<file path="src/rtl/csrx_pkg.sv">
`timescale 1ns/1ps
package csrx_pkg;
   localparam int NUM_FLAGS = 4;
   localparam int REG_AW    = 2;

   typedef enum logic [REG_AW-1:0] {
      ADDR_CTRL = 2'd0,
      ADDR_STAT = 2'd1,
      ADDR_DATA = 2'd2
   } reg_addr_e;

   // control bit positions
   localparam int CTL_EN   = 0;
   localparam int CTL_RXIE = 1;
   localparam int CTL_ERIE = 2;

   // status bit positions
   localparam int ST_FULL = 0;
   localparam int ST_OVR  = 1;
   localparam int ST_PERR = 2;
   localparam int ST_FERR = 3;
endpackage

</file>
<file path="src/rtl/csrx_sync.sv">
`timescale 1ns/1ps
module csrx_sync #(
   parameter int STAGES = 2
) (
   input  logic clk,
   input  logic rst_n,
   input  logic ser_clk,
   input  logic ser_data,
   output logic rise,
   output logic bit_o
);
   // each stage carries {serial clock, serial data}
   logic [1:0] stg [STAGES];
   logic       clk_last;

   always_ff @(posedge clk or negedge rst_n) begin
      if (!rst_n) stg[0] <= '0;
      else        stg[0] <= {ser_clk, ser_data};
   end

   for (genvar g = 1; g < STAGES; g++) begin : g_stage
      always_ff @(posedge clk or negedge rst_n) begin
         if (!rst_n) stg[g] <= '0;
         else        stg[g] <= stg[g-1];
      end
   end

   always_ff @(posedge clk or negedge rst_n) begin
      if (!rst_n) clk_last <= 1'b0;
      else        clk_last <= stg[STAGES-1][1];
   end

   assign rise  = stg[STAGES-1][1] & ~clk_last;
   assign bit_o = stg[STAGES-1][0];
endmodule

</file>
<file path="src/rtl/csrx_shifter.sv">
`timescale 1ns/1ps
module csrx_shifter #(
   parameter int DATA_W = 8
) (
   input  logic              clk,
   input  logic              rst_n,
   input  logic              run,
   input  logic              rise,
   input  logic              bit_i,
   output logic              done,
   output logic [DATA_W-1:0] frame
);
   localparam int CNT_W = (DATA_W > 1) ? $clog2(DATA_W) : 1;
   localparam logic [CNT_W-1:0] LAST = CNT_W'(DATA_W - 1);

   logic [CNT_W-1:0]  cnt;
   logic [DATA_W-2:0] sh;

   always_ff @(posedge clk or negedge rst_n) begin
      if (!rst_n) begin
         cnt <= '0;
         sh  <= '0;
      end else if (!run) begin
         cnt <= '0;
      end else if (rise) begin
         cnt <= (cnt == LAST) ? '0 : cnt + 1'b1;
         sh  <= {bit_i, sh[DATA_W-2:1]};
      end
   end

   assign done  = run & rise & (cnt == LAST);
   assign frame = {bit_i, sh};
endmodule

</file>
<file path="src/rtl/csrx_regs.sv">
`timescale 1ns/1ps
module csrx_regs
   import csrx_pkg::*;
#(
   parameter int DATA_W = 8
) (
   input  logic                 clk,
   input  logic                 rst_n,
   input  logic [REG_AW-1:0]    reg_addr,
   input  logic                 reg_wr,
   input  logic                 reg_rd,
   input  logic [NUM_FLAGS-1:0] reg_wdata,
   output logic [DATA_W-1:0]    reg_rdata,
   input  logic                 done,
   input  logic [DATA_W-1:0]    frame,
   input  logic                 perr_set,
   input  logic                 ferr_set,
   input  logic                 dma_ack,
   output logic [2:0]           ctrl,
   output logic [NUM_FLAGS-1:0] flags,
   output logic [DATA_W-1:0]    rdr
);
   logic [NUM_FLAGS-1:0] armed, sw_clr;
   logic wr_stat, rd_stat, accept, overrun;

   assign wr_stat = reg_wr && (reg_addr == ADDR_STAT);
   assign rd_stat = reg_rd && (reg_addr == ADDR_STAT);
   assign sw_clr  = wr_stat ? (armed & ~reg_wdata) : '0;
   assign accept  = done && !flags[ST_FULL];
   assign overrun = done &&  flags[ST_FULL];

   always_ff @(posedge clk or negedge rst_n) begin
      if (!rst_n) begin
         ctrl  <= '0;
         flags <= '0;
         armed <= '0;
         rdr   <= '0;
      end else begin
         if (reg_wr && reg_addr == ADDR_CTRL) ctrl <= reg_wdata[2:0];
         if (accept) rdr <= frame;

         if (accept)                          flags[ST_FULL] <= 1'b1;
         else if (sw_clr[ST_FULL] || dma_ack) flags[ST_FULL] <= 1'b0;

         if (overrun)             flags[ST_OVR] <= 1'b1;
         else if (sw_clr[ST_OVR]) flags[ST_OVR] <= 1'b0;

         if (perr_set)             flags[ST_PERR] <= 1'b1;
         else if (sw_clr[ST_PERR]) flags[ST_PERR] <= 1'b0;

         if (ferr_set)             flags[ST_FERR] <= 1'b1;
         else if (sw_clr[ST_FERR]) flags[ST_FERR] <= 1'b0;

         armed <= (armed & ~sw_clr) | (rd_stat ? flags : '0);
      end
   end

   always_comb begin
      unique case (reg_addr)
         ADDR_CTRL: reg_rdata = DATA_W'(ctrl);
         ADDR_STAT: reg_rdata = DATA_W'(flags);
         ADDR_DATA: reg_rdata = rdr;
         default:   reg_rdata = '0;
      endcase
   end
endmodule

</file>
<file path="src/rtl/csrx_receiver.sv">
`timescale 1ns/1ps
module csrx_receiver
   import csrx_pkg::*;
#(
   parameter int DATA_W      = 8,
   parameter int SYNC_STAGES = 2
) (
   input  logic                 clk,
   input  logic                 rst_n,
   input  logic                 ser_clk,
   input  logic                 ser_data,
   input  logic                 err_par_set,
   input  logic                 err_frm_set,
   input  logic                 dma_ack,
   input  logic [REG_AW-1:0]    reg_addr,
   input  logic                 reg_wr,
   input  logic                 reg_rd,
   input  logic [NUM_FLAGS-1:0] reg_wdata,
   output logic [DATA_W-1:0]    reg_rdata,
   output logic                 rxi_irq,
   output logic                 eri_irq
);
   if (DATA_W < NUM_FLAGS) begin : g_bad_width
      $error("csrx_receiver: DATA_W must be at least %0d", NUM_FLAGS);
   end
   if (SYNC_STAGES < 2) begin : g_bad_sync
      $error("csrx_receiver: SYNC_STAGES must be at least 2");
   end

   logic                 s_rise, s_bit, run, frm_done;
   logic [DATA_W-1:0]    frm_word, rdr;
   logic [2:0]           ctrl;
   logic [NUM_FLAGS-1:0] flags;

   csrx_sync #(.STAGES(SYNC_STAGES)) u_sync (
      .clk(clk), .rst_n(rst_n), .ser_clk(ser_clk), .ser_data(ser_data),
      .rise(s_rise), .bit_o(s_bit)
   );

   assign run = ctrl[CTL_EN] & ~flags[ST_OVR] & ~flags[ST_PERR] & ~flags[ST_FERR];

   csrx_shifter #(.DATA_W(DATA_W)) u_shift (
      .clk(clk), .rst_n(rst_n), .run(run), .rise(s_rise), .bit_i(s_bit),
      .done(frm_done), .frame(frm_word)
   );

   csrx_regs #(.DATA_W(DATA_W)) u_regs (
      .clk(clk), .rst_n(rst_n), .reg_addr(reg_addr), .reg_wr(reg_wr),
      .reg_rd(reg_rd), .reg_wdata(reg_wdata), .reg_rdata(reg_rdata),
      .done(frm_done), .frame(frm_word), .perr_set(err_par_set),
      .ferr_set(err_frm_set), .dma_ack(dma_ack), .ctrl(ctrl),
      .flags(flags), .rdr(rdr)
   );

   assign rxi_irq = flags[ST_FULL] & ctrl[CTL_RXIE];
   assign eri_irq = flags[ST_OVR]  & ctrl[CTL_ERIE];
endmodule


</file>
<file path="config.mk">
export PLATFORM = sky130hd
export DESIGN_NAME = csrx_receiver
export DESIGN_NICKNAME = d
export VERILOG_FILES = /design/src/rtl/csrx_pkg.sv /design/src/rtl/csrx_sync.sv /design/src/rtl/csrx_shifter.sv /design/src/rtl/csrx_regs.sv /design/src/rtl/csrx_receiver.sv
export SDC_FILE = /design/constraint.sdc
export NUM_CORES = 1
export LEC_CHECK = 0
export ABC_CLOCK_PERIOD_IN_PS = 4400
export BUFFER_PORTS_ARGS = -buffer_cell sky130_fd_sc_hd__buf_4
export CAP_MARGIN = 20
export CELL_PAD_IN_SITES_DETAIL_PLACEMENT = 0
export CELL_PAD_IN_SITES_GLOBAL_PLACEMENT = 1
export CORE_MARGIN = 2
export CORE_UTILIZATION = 45
export DETAILED_ROUTE_END_ITERATION = 6
export PLACE_DENSITY = 0.83
export SYNTH_ARGS = -nofsm -noshare
export SYNTH_HDL_FRONTEND = slang
export SYNTH_SLANG_ARGS = --single-unit
</file>
<file path="constraint.sdc">
create_clock -name clk -period 4.4 [get_ports clk]
set_input_delay 1.32 -clock clk [delete_from_list [all_inputs] [get_ports clk]]
set_output_delay 1.32 -clock clk [all_outputs]
set_load 0.005 [all_outputs]
</file>
==> results of run 1 <==
final timing paths:
check,from,to,cells after the start
min in group asynchronous,rst_n,u_regs.ctrl[2],1
max,reg_addr[1],reg_rdata[0],6
min,u_sync.stg[3],u_sync.stg[1],0
max in group asynchronous,rst_n,u_sync.stg[2],1
min reg2reg,u_sync.stg[3],u_sync.stg[1],0
max reg2reg,u_regs.flags[2],u_shift.sh[6],3
layout by cell type, fill, tap and decap left out, types with 2 or more instances in the layout:
master	netlist	final
ha_1	2	2
buf_4	1	25
o21ai_0	3	3
nand3b_1	3	3
clkbuf_4	0	5
nor2b_1	5	5
a22o_1	4	4
dfrtp_1	34	34
mux2i_1	3	3
mux2_2	18	18
nand4b_1	2	2
nand2_1	4	4
a32o_1	5	5
o22a_1	2	2
nand2b_1	2	2
and2_1	7	7
cell families (layout without fill, tap and decap cells):
kind of cell	count (synthesis)	count (layout)	share of synthesized area
compound gates	15	15	0.0878
fa+ha+maj	2	2	0.0172
buf+inv	3	33	0.0112
flops	34	34	0.585
mux	21	21	0.160
simple gates	27	27	0.139
layer usage:
metal,GRT usage,vias up
li1,-,430
met1,0.209,456
met2,0.267,29
met3,0.0810,4
met4,0.0652,0
met5,0,-
Yosys cell counts:
cell type and count:
nand4b_1 2, ha_1 2, mux2i_1 3, nor2_1 1
dfrtp_1 34, nor3b_1 1, nand2_1 4, nor2b_1 5
buf_2 1, nor4b_4 1, a22o_1 4, o22a_1 2
clkbuf_1 1, buf_4 1, a21bo_2 1, nand3b_1 3
mux2_2 18, o21ai_0 3, nand4b_4 1, and2_1 7
a32o_1 5, nand2b_1 2
area by class of cell:
type                       instances  area share
sequential                        34       0.489
timing repair buffer              25       0.108
multi-input combinational         65       0.337
clock buffer                       7      0.0316
clock inverter                     1     0.00288
tap                               44      0.0316
critical path, delay by kind of cell:
kind            cells  cell delay, ns
simple gates        2            0.23
compound gates      1            0.08
buf+inv             3            0.48
through the flow:
stage               hold WS [ns]  cell area [um2]   util  instances
floorplan                  0.331             1450      -        102
global placement           0.332             1680  0.550        168
detailed placement         0.338             1680  0.550        168
CTS                        0.361             1740  0.570        176
global route               0.365             1740  0.570        176
finish                     0.358             1740  0.570        176
power by group:
part | internal [W] | switching [W]
logic | 0.0000259 | 0.0000202
clock network | 0.0000774 | 0.0000993
registers | 0.000325 | 0.00000826
registers in the layout, indices dropped and copies added, names as in the netlist:
signal           cells
u_regs.rdr           8
u_shift.sh           7
u_regs.armed         4
u_regs.flags         4
u_regs.ctrl          3
u_shift.cnt          3
u_sync.stg           3
u_sync.bit_o         1
u_sync.clk_last      1
==> results.sh, run 1 <==
export IMPL_die_h_um=60.8
export IMPL_htree_levels=2
export IMPL_cts_made_buffers=5
export IMPL_vias_per_cell=5.22
export IMPL_cpMaxStageDelayCell="buf_4"
export IMPL_grt_max_degree=35
export IMPL_hold_class="reg2reg"
export IMPL_p_leak_nw=0.860
export IMPL_holdBufCountCts=0
export IMPL_postCtsSetupRepairBufs=0
export IMPL_finalSetupViolCount=0
export IMPL_die_area_um2=3700
export IMPL_start_kind="input pin"
export IMPL_cts_tree="yes"
export IMPL_period_needed_ns=3.44
export IMPL_multiInputGateArea_um2=587
export IMPL_routed_top_layer="met4"
export IMPL_netlist_instances=102
export IMPL_cts_root_buf="clkbuf_4"
export IMPL_area_delta_synth_final_pct=19.7
export IMPL_setup_ws_ns=0.959
export IMPL_hold_viol=0
export IMPL_worstPathRequired_ns=3.08
export IMPL_fillers=272
export IMPL_drc=0
export IMPL_worstPathArrival_ns=2.12
export IMPL_yosys_cell_types_count=22
export IMPL_cp_cell_sequence="buf_4 > nor2b_1 > buf_4 > nand2_1 > o21ai_0 > buf_4"
export IMPL_dp_hpwl_um=1900
export IMPL_drv_cap=0
export IMPL_io_pins=25
export IMPL_gp_congestion=0.729
export IMPL_slowest_delay_ns=0.21
export IMPL_reg2reg_slack_ns=2.71
export IMPL_critPathMostFrequentCell="buf_4"
export IMPL_status="complete, no violations"
export IMPL_grt_pass1_vias=937
export IMPL_route_vias_total=919
export IMPL_grt_usage=0.172
export IMPL_rows=20
export IMPL_synthTopCellsByArea="dfrtp_1 (59%), mux2_2 (14%), a32o_1 (3.4%)"
export IMPL_seqCellArea_um2=851
export IMPL_drive_gt1_frac=0.402
export IMPL_cts_buffer_depth=2
export IMPL_clk_latency_ns=0.33
export IMPL_cts_sinks=34
export IMPL_grt_antenna_before_repair=0
export IMPL_power_density_nw_per_um2=319
export IMPL_coreArea_um2=3050
export IMPL_grt_remaining_overflow=0
export IMPL_avgSynthCellArea_um2=14.3
export IMPL_rsz0062_at_grt="no"
export IMPL_clk_pin_slew_ns=0.09
export IMPL_n_antenna_cell=0
export IMPL_tns_ns=0
export IMPL_path_max_fanout=12
export IMPL_yosysSeqAreaShare=0.585
export IMPL_m1WireLength_um=1180
export IMPL_ys_warn_count=0
export IMPL_vdd_drop_max_mv=0.157
export IMPL_crit_type="in2out"
export IMPL_synth_area_um2=1450
export IMPL_fmax_mhz=291
export IMPL_drt_wl_total_um=2600
export IMPL_cts_resized=0
export IMPL_synth_seq_cells=34
export IMPL_synth_largest_area_cell="dfrtp_1"
export IMPL_place_ws_ns=0.957
export IMPL_worstMarginPinSlew_ns=0.534
export IMPL_finalMaxSlewViolations=0
export IMPL_initial_core_util=0.476
export IMPL_grt_pass1_wl_um=4400
export IMPL_drtPass1Iterations=4
export IMPL_ant_nets=0
export IMPL_wl_met3_um=138
export IMPL_dr_wl_met2_um=1240
export IMPL_io_buffers=24
export IMPL_clock_skew_ns=0.00581
export IMPL_drt_iter0_markers=42
export IMPL_worstSetupEndpointType="output port"
export IMPL_netlist_area_leader_share=0.585
export IMPL_wire_per_inst_um=14.8
export IMPL_synth_fp_nets=119
export IMPL_final_nets=148
export IMPL_fp_dieW_um=60.8
export IMPL_slew_headroom=0.643
export IMPL_period_share=0.782
export IMPL_total_power_w=0.000556
(Power assumes the default switching activity.)
==> inputs of run 2 (changes only) <==
--- a/config.mk
+++ b/config.mk
@@ -5,15 +5,15 @@
 export SDC_FILE = /design/constraint.sdc
 export NUM_CORES = 1
 export LEC_CHECK = 0
-export ABC_CLOCK_PERIOD_IN_PS = 4400
+export ABC_CLOCK_PERIOD_IN_PS = 2750
 export BUFFER_PORTS_ARGS = -buffer_cell sky130_fd_sc_hd__buf_4
 export CAP_MARGIN = 20
 export CELL_PAD_IN_SITES_DETAIL_PLACEMENT = 0
 export CELL_PAD_IN_SITES_GLOBAL_PLACEMENT = 1
 export CORE_MARGIN = 2
-export CORE_UTILIZATION = 45
+export CORE_UTILIZATION = 40
 export DETAILED_ROUTE_END_ITERATION = 6
-export PLACE_DENSITY = 0.83
+export PLACE_DENSITY = 0.79
 export SYNTH_ARGS = -nofsm -noshare
 export SYNTH_HDL_FRONTEND = slang
 export SYNTH_SLANG_ARGS = --single-unit
==> constraint.sdc (replaced) <==
create_clock -name clk -period 2.75 [get_ports clk]
set_input_delay 0.825 -clock clk [delete_from_list [all_inputs] [get_ports clk]]
set_output_delay 0.825 -clock clk [all_outputs]
set_load 0.005 [all_outputs]
==> run 2 against run 1 <==
- routed wire length rose by 1.4%
- first-iteration DRC count down 36%
- via count increased by 1.4%
- highest routed layer unchanged
==> results.sh, run 2 (synthesis results as in run 1) <==
export IMPL_rsz0062_at_grt="no"
export IMPL_switching_share=0.238
export IMPL_cts_tree="yes"
export IMPL_drtPass1Iterations=4
export IMPL_drc=0
export IMPL_cts_made_buffers=5
export IMPL_power_frac_comb=0.082
export IMPL_slowest_delay_ns=0.24
export IMPL_p_leak_nw=0.859
export IMPL_status="complete, no violations"
export IMPL_worstMarginPinSlew_ns=0.477
export IMPL_die_area_um2=4130
export IMPL_worstPathArrival_ns=1.61
export IMPL_place_ws_ns=0.302
export IMPL_cp_cell_sequence="buf_4 > nor2b_1 > buf_4 > a22o_1 > buf_4"
export IMPL_area_delta_synth_final_pct=20.1
export IMPL_fmax_mhz=410
export IMPL_clock_skew_ns=0.00368
export IMPL_final_nets=148
export IMPL_rows=21
export IMPL_drv_cap=0
export IMPL_holdBufCountCts=0
export IMPL_drt_iter0_markers=27
export IMPL_r2r_start="u_regs.flags[2]"
export IMPL_cts_buffer_depth=2
export IMPL_cp_startpoint="reg_addr[0]"
export IMPL_fp_dieW_um=64.3
export IMPL_route_vias_total=932
export IMPL_cpMaxStageDelayCell="a22o_1"
export IMPL_regMostFlops="u_regs.rdr"
export IMPL_cts_root_buf="clkbuf_4"
export IMPL_clk_latency_ns=0.34
export IMPL_grt_pass1_wl_um=4580
export IMPL_m1WireLength_um=1190
export IMPL_period_needed_ns=2.44
export IMPL_path_max_fanout=13
export IMPL_slew_headroom=0.681
export IMPL_grt_remaining_overflow=0
export IMPL_p_clk_frac=0.324
export IMPL_start_kind="input pin"
export IMPL_vdd_drop_max_mv=0.266
export IMPL_cts_resized=0
export IMPL_dr_wl_met2_um=1260
export IMPL_wl_met3_um=126
export IMPL_worstSetupEndpointType="output port"
export IMPL_min_from="u_sync.stg[3]"
export IMPL_p_sw_w=0.000213
export IMPL_tns_ns=0
export IMPL_coreArea_um2=3420
export IMPL_postCtsSetupRepairBufs=0
export IMPL_final_cell_mix="dfrtp_1 (34), buf_4 (25), mux2_2 (18)"
export IMPL_hold_class="reg2reg"
export IMPL_finalMaxSlewViolations=0
export IMPL_wire_per_inst_um=14.8
export IMPL_dp_cells=170
export IMPL_htree_levels=2
export IMPL_grt_antenna_before_repair=0
export IMPL_hold_viol=0
export IMPL_drt_wl_total_um=2640
export IMPL_initial_core_util=0.426
export IMPL_clk_pin_slew_ns=0.10
export IMPL_crit_type="in2out"
export IMPL_n_antenna_cell=0
export IMPL_finalSetupViolCount=0
export IMPL_largest_register_ffs=8
export IMPL_grt_max_degree=35
export IMPL_grt_usage=0.150
export IMPL_dp_hpwl_um=1950
export IMPL_setup_ws_ns=0.310
export IMPL_grt_pass1_vias=987
export IMPL_ant_nets=0
export IMPL_p_seq_frac=0.594
export IMPL_io_buffers=24
export IMPL_critPathMostFrequentCell="buf_4"
export IMPL_power_density_nw_per_um2=513
export IMPL_mostFrequentLayoutCell="dfrtp_1"
export IMPL_io_pins=25
export IMPL_final_cells=178
export IMPL_vias_per_cell=5.24
export IMPL_worstPathRequired_ns=1.93
export IMPL_cts_sinks=34
export IMPL_total_power_w=0.000897
export IMPL_largestRegisters="u_regs.rdr x8, u_shift.sh x7"
export IMPL_routed_top_layer="met4"
export IMPL_p_int_w=0.000684
export IMPL_period_share=0.887
export IMPL_gp_congestion=0.750
export IMPL_die_h_um=64.3
export IMPL_drive_gt1_frac=0.409
-- run 2: final cells by class --
type | count | area (um2)
fillers | 310 | 1670
flip-flops and latches | 34 | 851
multi-input cells | 65 | 587
repair buffers | 25 | 188
well taps | 46 | 57.6
clock buffers | 6 | 51.3
clock inverters | 2 | 12.5
-- run 2: through the flow --
step	util	instance area, um2	hold slack (ns)
6_report	0.511	1750	0.363
5_1_grt	0.511	1750	0.381
4_1_cts	0.511	1750	0.368
3_5_place_dp	0.493	1680	0.340
3_3_place_gp	0.493	1680	0.334
2_1_floorplan	-	1450	0.331
-- run 2: power by group through the flow --
stage / clock network, W / registers [W] / logic, W
after floorplan: 0 / 0.000538 / 0.0000350
after global placement: 0 / 0.000542 / 0.0000728
after detailed placement: 0 / 0.000542 / 0.0000755
after CTS: 0.000302 / 0.000533 / 0.0000754
after global routing: 0.000328 / 0.000535 / 0.0000823
final: 0.000291 / 0.000532 / 0.0000735
-- run 2: worst max-delay path, delay by kind of cell --
kind / cells / cell delay [ns]
buf+inv: 3 / 0.43
compound gates: 1 / 0.24
simple gates: 1 / 0.12
-- run 2: routing by layer --
metal  vias up  track usage
li1        434            -
met2        22        0.230
met1       469        0.190
met5         -            0
met3         7       0.0387
met4         0       0.0878
-- run 2: worst paths after layout --
path / to / slack [ns] / depth (start not counted)
max: reg_rdata[3] / 0.31 / 5
min reg2reg: u_sync.stg[1] / 0.36 / 0
min: u_sync.stg[1] / 0.36 / 0
max reg2reg: u_shift.sh[3] / 1.02 / 3
max in group asynchronous: u_regs.rdr[6] / 2.04 / 1
min in group asynchronous: u_regs.flags[2] / 0.41 / 1
